==> src/rtl/seg_ea_pkg.sv <==
package seg_ea_pkg;
  localparam int OFF_W   = 16;
  localparam int SEG_W   = 16;
  localparam int SHIFT   = 4;
  localparam int NARROW  = 8;
  localparam int NSEG    = 4;
  localparam int SCODE_W = $clog2(NSEG);

  typedef enum logic [2:0] {
    AM_DIRECT   = 3'b000,
    AM_REG_IND  = 3'b001,
    AM_REG_REL  = 3'b010,
    AM_BIDX     = 3'b011,
    AM_BIDX_D   = 3'b100
  } addr_mode_e;

  localparam logic [1:0] RSEL_BX = 2'b00;
  localparam logic [1:0] RSEL_BP = 2'b01;
  localparam logic [1:0] RSEL_SI = 2'b10;
  localparam logic [1:0] RSEL_DI = 2'b11;

  localparam logic [SCODE_W-1:0] SEG_ES = 2'b00;
  localparam logic [SCODE_W-1:0] SEG_CS = 2'b01;
  localparam logic [SCODE_W-1:0] SEG_SS = 2'b10;
  localparam logic [SCODE_W-1:0] SEG_DS = 2'b11;
endpackage

==> src/rtl/seg_rst_sync.sv <==
module seg_rst_sync #(
  parameter int STAGES = 2
) (
  input  logic clk,
  input  logic rst_n,
  output logic rst_sync_n
);
  logic [STAGES-1:0] chain_q;

  always_ff @(posedge clk or negedge rst_n) begin
    if (!rst_n) chain_q <= '0;
    else        chain_q <= {chain_q[STAGES-2:0], 1'b1};
  end

  assign rst_sync_n = chain_q[STAGES-1];
endmodule

==> src/rtl/seg_offset_calc.sv <==
module seg_offset_calc
  import seg_ea_pkg::*;
#(
  parameter int W  = OFF_W,
  parameter int NW = NARROW
) (
  input  logic [2:0]   mode,
  input  logic [1:0]   reg_sel,
  input  logic         base_sel,
  input  logic         idx_sel,
  input  logic         disp_wide,
  input  logic [W-1:0] disp,
  input  logic [W-1:0] bx,
  input  logic [W-1:0] bp,
  input  logic [W-1:0] si,
  input  logic [W-1:0] di,
  output logic [W-1:0] offset,
  output logic         bp_used
);
  localparam int EXT_W = W - NW;

  logic [W-1:0] disp_ext;
  logic [W-1:0] single_reg;
  logic [W-1:0] base_reg;
  logic [W-1:0] idx_reg;
  logic [W-1:0] term_a, term_b, term_c;
  addr_mode_e   mode_e;

  assign mode_e   = addr_mode_e'(mode);
  assign disp_ext = disp_wide ? disp : {{EXT_W{disp[NW-1]}}, disp[NW-1:0]};
  assign base_reg = base_sel ? bp : bx;
  assign idx_reg  = idx_sel  ? di : si;

  always_comb begin
    unique case (reg_sel)
      RSEL_BX: single_reg = bx;
      RSEL_BP: single_reg = bp;
      RSEL_SI: single_reg = si;
      default: single_reg = di;
    endcase
  end

  always_comb begin
    term_a  = '0;
    term_b  = '0;
    term_c  = disp;
    bp_used = 1'b0;
    case (mode_e)
      AM_REG_IND: begin
        term_a  = single_reg;
        term_c  = '0;
        bp_used = (reg_sel == RSEL_BP);
      end
      AM_REG_REL: begin
        term_a  = single_reg;
        term_c  = disp_ext;
        bp_used = (reg_sel == RSEL_BP);
      end
      AM_BIDX: begin
        term_a  = base_reg;
        term_b  = idx_reg;
        term_c  = '0;
        bp_used = base_sel;
      end
      AM_BIDX_D: begin
        term_a  = base_reg;
        term_b  = idx_reg;
        term_c  = disp_ext;
        bp_used = base_sel;
      end
      default: begin
        term_c  = disp;
      end
    endcase
  end

  assign offset = term_a + term_b + term_c;
endmodule

==> src/rtl/seg_select.sv <==
module seg_select
  import seg_ea_pkg::*;
#(
  parameter int W = SEG_W,
  parameter int N = NSEG,
  parameter int CW = SCODE_W
) (
  input  logic          ovr_en,
  input  logic [CW-1:0] ovr_seg,
  input  logic          bp_used,
  input  logic [W-1:0]  cs,
  input  logic [W-1:0]  ds,
  input  logic [W-1:0]  ss,
  input  logic [W-1:0]  es,
  output logic [CW-1:0] seg_code,
  output logic [W-1:0]  seg_val
);
  logic [N-1:0][W-1:0] bank;
  logic [N-1:0][W-1:0] masked;

  assign bank[SEG_ES] = es;
  assign bank[SEG_CS] = cs;
  assign bank[SEG_SS] = ss;
  assign bank[SEG_DS] = ds;

  always_comb begin
    if (ovr_en)       seg_code = ovr_seg;
    else if (bp_used) seg_code = SEG_SS;
    else              seg_code = SEG_DS;
  end

  for (genvar g = 0; g < N; g++) begin : g_seg_lane
    assign masked[g] = (seg_code == CW'(g)) ? bank[g] : '0;
  end

  always_comb begin
    seg_val = '0;
    for (int k = 0; k < N; k++) seg_val = seg_val | masked[k];
  end
endmodule

==> src/rtl/seg_phys_add.sv <==
module seg_phys_add #(
  parameter int SW = 16,
  parameter int OW = 16,
  parameter int SH = 4,
  localparam int PW = SW + SH
) (
  input  logic [SW-1:0] seg_val,
  input  logic [OW-1:0] offset,
  output logic [PW-1:0] phys
);
  logic [PW-1:0] base_w;
  logic [PW-1:0] off_w;

  if (SH > 0) begin : g_shift
    assign base_w = {seg_val, {SH{1'b0}}};
  end else begin : g_noshift
    assign base_w = seg_val;
  end

  if (PW > OW) begin : g_pad
    assign off_w = {{(PW-OW){1'b0}}, offset};
  end else begin : g_trunc
    assign off_w = offset[PW-1:0];
  end

  assign phys = base_w + off_w;
endmodule

==> src/rtl/seg_ea_gen.sv <==
module seg_ea_gen
  import seg_ea_pkg::*;
#(
  parameter int RW = OFF_W,
  parameter int SW = SEG_W,
  parameter int SH = SHIFT,
  localparam int PW = SW + SH
) (
  input  logic          clk,
  input  logic          rst_n,
  input  logic          in_valid,
  input  logic [2:0]    mode,
  input  logic [1:0]    reg_sel,
  input  logic          base_sel,
  input  logic          idx_sel,
  input  logic          disp_wide,
  input  logic [RW-1:0] disp,
  input  logic [RW-1:0] bx,
  input  logic [RW-1:0] bp,
  input  logic [RW-1:0] si,
  input  logic [RW-1:0] di,
  input  logic [SW-1:0] cs,
  input  logic [SW-1:0] ds,
  input  logic [SW-1:0] ss,
  input  logic [SW-1:0] es,
  input  logic          ovr_en,
  input  logic [1:0]    ovr_seg,
  output logic          out_valid,
  output logic [PW-1:0] out_addr,
  output logic [1:0]    out_seg
);
  logic          rst_sync_n;
  logic [RW-1:0] offset;
  logic          bp_used;
  logic [1:0]    seg_code;
  logic [SW-1:0] seg_val;
  logic [PW-1:0] phys;

  logic          valid_d, valid_q;
  logic [PW-1:0] addr_d,  addr_q;
  logic [1:0]    seg_d,   seg_q;

  seg_rst_sync #(.STAGES(2)) u_rst (
    .clk(clk), .rst_n(rst_n), .rst_sync_n(rst_sync_n)
  );

  seg_offset_calc #(.W(RW), .NW(NARROW)) u_off (
    .mode(mode), .reg_sel(reg_sel), .base_sel(base_sel), .idx_sel(idx_sel),
    .disp_wide(disp_wide), .disp(disp),
    .bx(bx), .bp(bp), .si(si), .di(di),
    .offset(offset), .bp_used(bp_used)
  );

  seg_select #(.W(SW), .N(NSEG), .CW(SCODE_W)) u_sel (
    .ovr_en(ovr_en), .ovr_seg(ovr_seg), .bp_used(bp_used),
    .cs(cs), .ds(ds), .ss(ss), .es(es),
    .seg_code(seg_code), .seg_val(seg_val)
  );

  seg_phys_add #(.SW(SW), .OW(RW), .SH(SH)) u_add (
    .seg_val(seg_val), .offset(offset), .phys(phys)
  );

  // next-state
  always_comb begin
    valid_d = in_valid;
    addr_d  = addr_q;
    seg_d   = seg_q;
    if (in_valid) begin
      addr_d = phys;
      seg_d  = seg_code;
    end
  end

  // registers: async assert, release through synchroniser
  always_ff @(posedge clk or negedge rst_sync_n) begin
    if (!rst_sync_n) begin
      valid_q <= 1'b0;
      addr_q  <= '0;
      seg_q   <= '0;
    end else begin
      valid_q <= valid_d;
      if (in_valid) begin
        addr_q <= addr_d;
        seg_q  <= seg_d;
      end
    end
  end

  assign out_valid = valid_q;
  assign out_addr  = addr_q;
  assign out_seg   = seg_q;


  a_r1_valid_follows: assert property (@(posedge clk) disable iff (!rst_sync_n)
    in_valid |=> out_valid);

  a_r1_idle_low: assert property (@(posedge clk) disable iff (!rst_sync_n)
    !in_valid |=> !out_valid);

  a_r10_hold: assert property (@(posedge clk) disable iff (!rst_sync_n)
    !in_valid |=> ($stable(out_addr) && $stable(out_seg)));

  a_r8_bp_default: assert property (@(posedge clk) disable iff (!rst_sync_n)
    (in_valid && !ovr_en && bp_used) |=> (out_seg == SEG_SS));

  a_r8_ds_default: assert property (@(posedge clk) disable iff (!rst_sync_n)
    (in_valid && !ovr_en && !bp_used) |=> (out_seg == SEG_DS));

  a_r9_override: assert property (@(posedge clk) disable iff (!rst_sync_n)
    (in_valid && ovr_en) |=> (out_seg == $past(ovr_seg)));
  // low address bits come straight from the offset
  a_r2_low_bits: assert property (@(posedge clk) disable iff (!rst_sync_n)
    in_valid |=> (out_addr[SH-1:0] == $past(offset[SH-1:0])));
endmodule

==> config.mk <==
export PLATFORM = sky130hd
export DESIGN_NAME = seg_ea_gen
export DESIGN_NICKNAME = d
export VERILOG_FILES = /design/src/rtl/seg_ea_pkg.sv /design/src/rtl/seg_rst_sync.sv /design/src/rtl/seg_offset_calc.sv /design/src/rtl/seg_select.sv /design/src/rtl/seg_phys_add.sv /design/src/rtl/seg_ea_gen.sv
export SDC_FILE = /design/constraint.sdc
export NUM_CORES = 1
export LEC_CHECK = 0
export CAP_MARGIN = 20
export CORE_ASPECT_RATIO = 0.5
export CORE_UTILIZATION = 28
export DETAILED_ROUTE_END_ITERATION = 10
export PLACE_DENSITY_LB_ADDON = 0.25
export SYNTH_ARGS = -nofsm -noshare
export SYNTH_HDL_FRONTEND = slang
export SYNTH_SLANG_ARGS = --single-unit
==> constraint.sdc <==
create_clock -name clk -period 0.8 [get_ports clk]
set_input_delay 0.08 -clock clk [delete_from_list [all_inputs] [get_ports clk]]
set_output_delay 0.08 -clock clk [all_outputs]
set_load 0.01 [all_outputs]
# Word-level counts from Yosys, hierarchy flattened
# Cells that the tools add are included.
totals:
  ff_bits: 25
  input_bits: 158
  out_inout_bits: 23
op_classes:
  add_sub_neg: 3
  n_eq_ne: 9
  n_mux: 14
  bitwise: 3
  n_reduce_logical: 6
ops:
  columns: ["cell", "n"]
  rows:
  - ["$mux 16", 8]
  - ["$pmux 16 s2", 2]
  - ["$or 16x16->16", 3]
  - ["$pmux 16 s3", 1]
  - ["$add 16x16->16", 2]
  - ["$add 20x16->20", 1]
  - ["$reduce_or 2->1", 4]
  - ["$eq 2x2->1 const B", 3]
  - ["$eq 3x2->1 const B", 2]
  - ["$eq 2x1->1 const B", 2]
  - ["$logic_not 2->1", 2]
  - ["$eq 3x1->1 const B", 1]
  - ["$eq 3x3->1 const B", 1]
  - ["$mux 2", 1]
  - ["$pmux 1 s2", 1]
  - ["$mux 1", 1]

# Logic depth before layout (Yosys ltp)
depth:
  ltp_word: 11
  depth_mapped: 25
  depth_no_buf: 23

# By module
# Synthesis repeated with hierarchy kept, for this count alone.
unflattened:
  cells_unflattened: 520
  hier_area_um2: 4601.9
modules_own_cells:
  columns: ["mod", "n_inst", "cells_each", "area_each_um2", "seq_area_each_um2"]
  rows:
  - ["seg_offset_calc", 1, 298, 2406.1, 0.0]
  - ["seg_ea_gen", 1, 47, 845.8, 575.6]
  - ["seg_phys_add", 1, 110, 802.0, 0.0]
  - ["seg_select", 1, 62, 494.2, 0.0]
  - ["seg_rst_sync", 1, 3, 53.8, 50.0]

# Least setup slack after synthesis
# OpenSTA, ideal clock, no wires.
synth_timing:
  path_kind: "in2reg"
  from: "input port reg_sel[0]"
  to: "register addr_q[18] (netlist: out_addr[18])"
  setup_ns: 0.082
  arrival_ns: 4.815
  required_time_ns: 0.718
  path_slack_ns: -4.097
  stages: 23
  cell_sequence: "buf_4 -> buf_2 -> mux4_2 -> inv_1 -> o22a_1 -> fa_1 -> inv_1 -> ha_1 -> a21o_1 -> a21oi_1 -> nor2b_1 -> o31a_1 -> o21a_1 -> a31o_2 -> xor2_1 -> ha_1 -> o21a_1 -> o21ai_1 -> a21oi_1 -> nor2_1 -> o311a_1 -> or3_1 -> a31oi_1"
synth_between:
  elab_chain_cells: 10
  word_cells_on_any_way: 22
synth_rtl:
  columns: ["item", "line_no", "source"]
  rows:
  - ["start, declared", "seg_ea_gen.sv:13", "input logic [1:0] reg_sel,"]
  - ["parallel branches: the longest is 9 deep, another holds $add 16x16->16", null, null]
  - ["$add 20x16->20 *", "seg_phys_add.sv:26", "assign phys = base_w + off_w;"]
  - ["end signal, assigned", "seg_ea_gen.sv:84", "addr_q <= addr_d;"]
  - ["end, declared", "seg_ea_gen.sv:40", "logic [PW-1:0] addr_d, addr_q;"]
# Mark *: on every way between the ends.
# A chain may end at the register's enable or synchronous reset.

# Worst setup path after layout
layout_timing:
  from: "input port reg_sel[0]"
  to: "register addr_q[15] (netlist: out_addr[15])"
# The elaborated chain is that of the path after synthesis.

==> flow_summary_export.csv <==
group,metric,value,unit
die,ios,181,
global_route,grt-busiest-layer,"met2",
yosys,muxShareOfSynthArea,23.71,%
die,rows,32,
place,dp_hpwl,12930,um
worst_setup_path,critPathRequiredTime,950,ps
worst_setup_path,path_max_fanout,7,
timing,finalMaxSlewViolations,0,
yosys,yosys.area_share.simple,12.14,%
yosys,netlist-cell-type-count,61,
clocking,clk_pin_slew,70,ps
cells_and_area,nNetsFinal,1029,
yosys,yosys_warnings,0,
timing,fin_crit,4390,ps
yosys,synth_top_family_by_area,"multiplexers",
yosys,syn_inst,504,
yosys,synth_compound_area_share,21.50,%
power_and_ir_drop,power_leakage,3.865,nW
run,drv_cap,0,
global_route,grt_use_met3,2.258,%
cells_and_area,nFillCells,1369,
global_route,grt_overflow,0,
route,drtPass1Iterations,7,
timing,hold_ws,212.7,ps
route,wirelength,16340,um
timing,hold_viol,0,
cells_and_area,antenna_cells,0,
cells_and_area,layout-drive-gt1-share,43.29,%
die,core-area,15410,um^2
outcome,violations,"DRC, setup timing",
worst_setup_path,criticalPathCategory,"primary input to register",
yosys,syn_nets,705,
die,dieArea,16330,um^2
yosys,ys_ff_latch,25,
route,drt_iter0_markers,146,
global_route,grt_pass1_vias,5102,
global_route,grtUsageMet2,34.31,%
timing,fmax,227.8,MHz
power_and_ir_drop,power_density,1938,nW/um^2
place,gp_congestion,0.8336,
yosys,yosysTopAreaCell,"dfrtp_1",
global_route,grt_first_pass_wirelength,25440,um
place,numPortBuffers,180,
yosys,yosysMostFrequentCell,"inv_1",
worst_setup_path,crit_arrival,4540,ps
cells_and_area,syn_to_final_growth,90.55,%
yosys,synth_edf_count,0,
cells_and_area,fin_cells,1031,
die,initial_utilization,28.69,%
die,fp.dieH,90.87,um
timing,rsz0062_at_grt,"yes",
clocking,cts_tree,"done",
timing,tns,-55890,ps
timing,finalSetupViolCount,44,
global_route,grt_max_degree,24,
yosys,netlist.area_leader.share,14.14,%
clocking,cts_buffers,3,
place,numPlacedInstances,981,
route,via_per_inst,4.791,
yosys,synth.yosys.seq_area_share,14.14,%
yosys,avgSynthCellArea,8.776,um^2
route,vias,4940,
worst_setup_path,start_kind,"primary input",
route,ant_nets,0,
clocking,cts_root_buf,"clkbuf_16",
clocking,clk_latency,260,ps
timing,timing.final.ws_setup,-3590,ps
yosys,yosys.area_share.adder,15.05,%
timing,fin_skew,9.351,ps
timing,period_share,548.8,%
outcome,status,"finished, violations left",
yosys,synthFlopType,"dfrtp_1",
clocking,clock_path_buffers,2,
global_route,antenna_found_initial,0,
power_and_ir_drop,peakVddDrop,1372,uV
worst_hold_path,hold_path_class,"register to async pin",
yosys,synth_area_leaders,"dfrtp_1 (14%), mux4_2 (8.7%), mux2i_1 (7.9%)",
route,drc,7,
yosys,async_flop_share,100.0,%
global_route,track_usage,19.21,%
yosys,synthXorXnorAreaFrac,5.545,%
clocking,clock_sinks,25,
clocking,htree_levels,1,
die,die_w,179.7,um
yosys,synth_area,4423,um^2
global_route,grtUsageMet1,25.42,%
route,wl_per_cell,15.85,um
worst_setup_path,critPathCaptureType,"register",
yosys,synth_commonest_cells,"inv_1 (54), a21oi_1 (36), mux2i_1 (35)",
## where the power goes
group / switching, mW / internal, mW
combinational: 5.72 / 7.44
clock: 0.480 / 0.680
sequential: 0.255 / 1.75
## path summary, 6_finish.rpt
check	startpoint	endpoint	slack, ps	cells past startpoint
max in group asynchronous	rst_n	u_rst.chain_q[1]	160	2
min in group clk	in_valid	out_valid	290	2
setup reg to reg	out_addr[18]	out_addr[18]	-90	4
hold / removal	u_rst.chain_q[1]	out_addr[15]	210	1
setup / recovery	reg_sel[0]	out_addr[15]	-3590	22
hold reg to reg	u_rst.chain_q[1]	out_addr[15]	210	1
## flip-flops by register name, indices dropped and copies added, names as in the netlist
signal         flops
out_addr          20
out_valid          1
u_rst.chain_q      2
out_seg            2
## critical path: stages
cell and delay, ps:
buf_12 100, mux4_2 500, inv_2 60, o22a_1 170, fa_1 440, inv_2 100, ha_4 200, a21o_1 170
a21oi_2 160, nor2b_1 70, o31a_1 270, o21a_1 210, a31o_4 250, xor2_4 200, ha_4 240, buf_6 120
a211oi_4 270, a21boi_4 300, o31ai_2 80, a21oi_1 160, xnor2_1 120, mux2_4 270
## through the flow
step	utilization, %	cell area (um^2)	setup slack [ps]	power (mW)
after floorplan	-	4629	-3695	7.375
after global placement	47.85	7376	-4502	12.06
after detailed placement	47.85	7376	-4474	12.21
after CTS	51.72	7973	-3621	14.39
after global routing	54.68	8428	-3749	17.52
final	54.68	8428	-3590	16.33
## final cells by class
class | count | area (um^2) | share of cell area, %
well taps | 204 | 255.2 | 3.029
inverters | 54 | 206.4 | 2.450
clock inverters | 1 | 7.507 | 0.08907
clock buffers | 3 | 75.07 | 0.8907
repair buffers | 348 | 3098 | 36.76
flip-flops and latches | 25 | 625.6 | 7.423
multi-input cells | 396 | 4160 | 49.36
## per-layer routing
| metal | part of all wire [%] | vias to the layer above |
|---|---|---|
| met3 | 3.4 | 8 |
| li1 | - | 2456 |
| met1 | 46 | 2372 |
| met4 | 0.80 | 0 |
| met2 | 50 | 104 |
| met5 | 0 | - |
## cell usage in the layout (no fill, tap or decap), drive strengths merged, types with 2 or more instances in the layout
cell type / Yosys / routed
buf: 11 / 194
clkdlybuf4s50: 0 / 121
inv: 54 / 53
a21oi: 37 / 37
mux2i: 35 / 35
nor2: 35 / 35
nand2: 30 / 30
mux2: 28 / 28
ha: 26 / 26
dfrtp: 25 / 25
o21ai: 22 / 22
xnor2: 21 / 21
mux4: 17 / 17
nor2b: 17 / 17
fa: 17 / 17
a211oi: 17 / 17
o22a: 14 / 14
clkbuf: 18 / 13
dlymetal6s2s: 0 / 12
dlygate4sd2: 0 / 9
a21o: 7 / 7
o21a: 7 / 7
xor2: 7 / 7
nand3: 7 / 7
nand2b: 6 / 6
a31oi: 6 / 6
o211ai: 4 / 4
o31ai: 3 / 3
clkinvlp: 0 / 2
nand4bb: 2 / 2
or3: 2 / 2
and3: 2 / 2
o22ai: 2 / 2
a31o: 2 / 2
o21bai: 2 / 2
a21boi: 2 / 2
## logic make-up (layout without fill, tap and decap cells)
| logic type | Yosys count | in the layout |
|---|---|---|
| flops | 25 | 25 |
| mux | 80 | 80 |
| fa+ha+maj | 43 | 43 |
| xor+xnor | 28 | 28 |
| buf+inv | 83 | 406 |
| other cells | 1 | 1 |
| compound gates | 137 | 137 |
| simple gates | 107 | 107 |
## timing repair
action,4_1_cts,5_1_grt
gates resized for setup,218,96
setup buffers,31,18
gates cloned,1,0
pin swaps,43,44
hold buffers,1,0
endpoints found under the setup margin,45,45
endpoints found under the hold margin,2,0
Note: power is estimated with default switching activity, not from simulation.
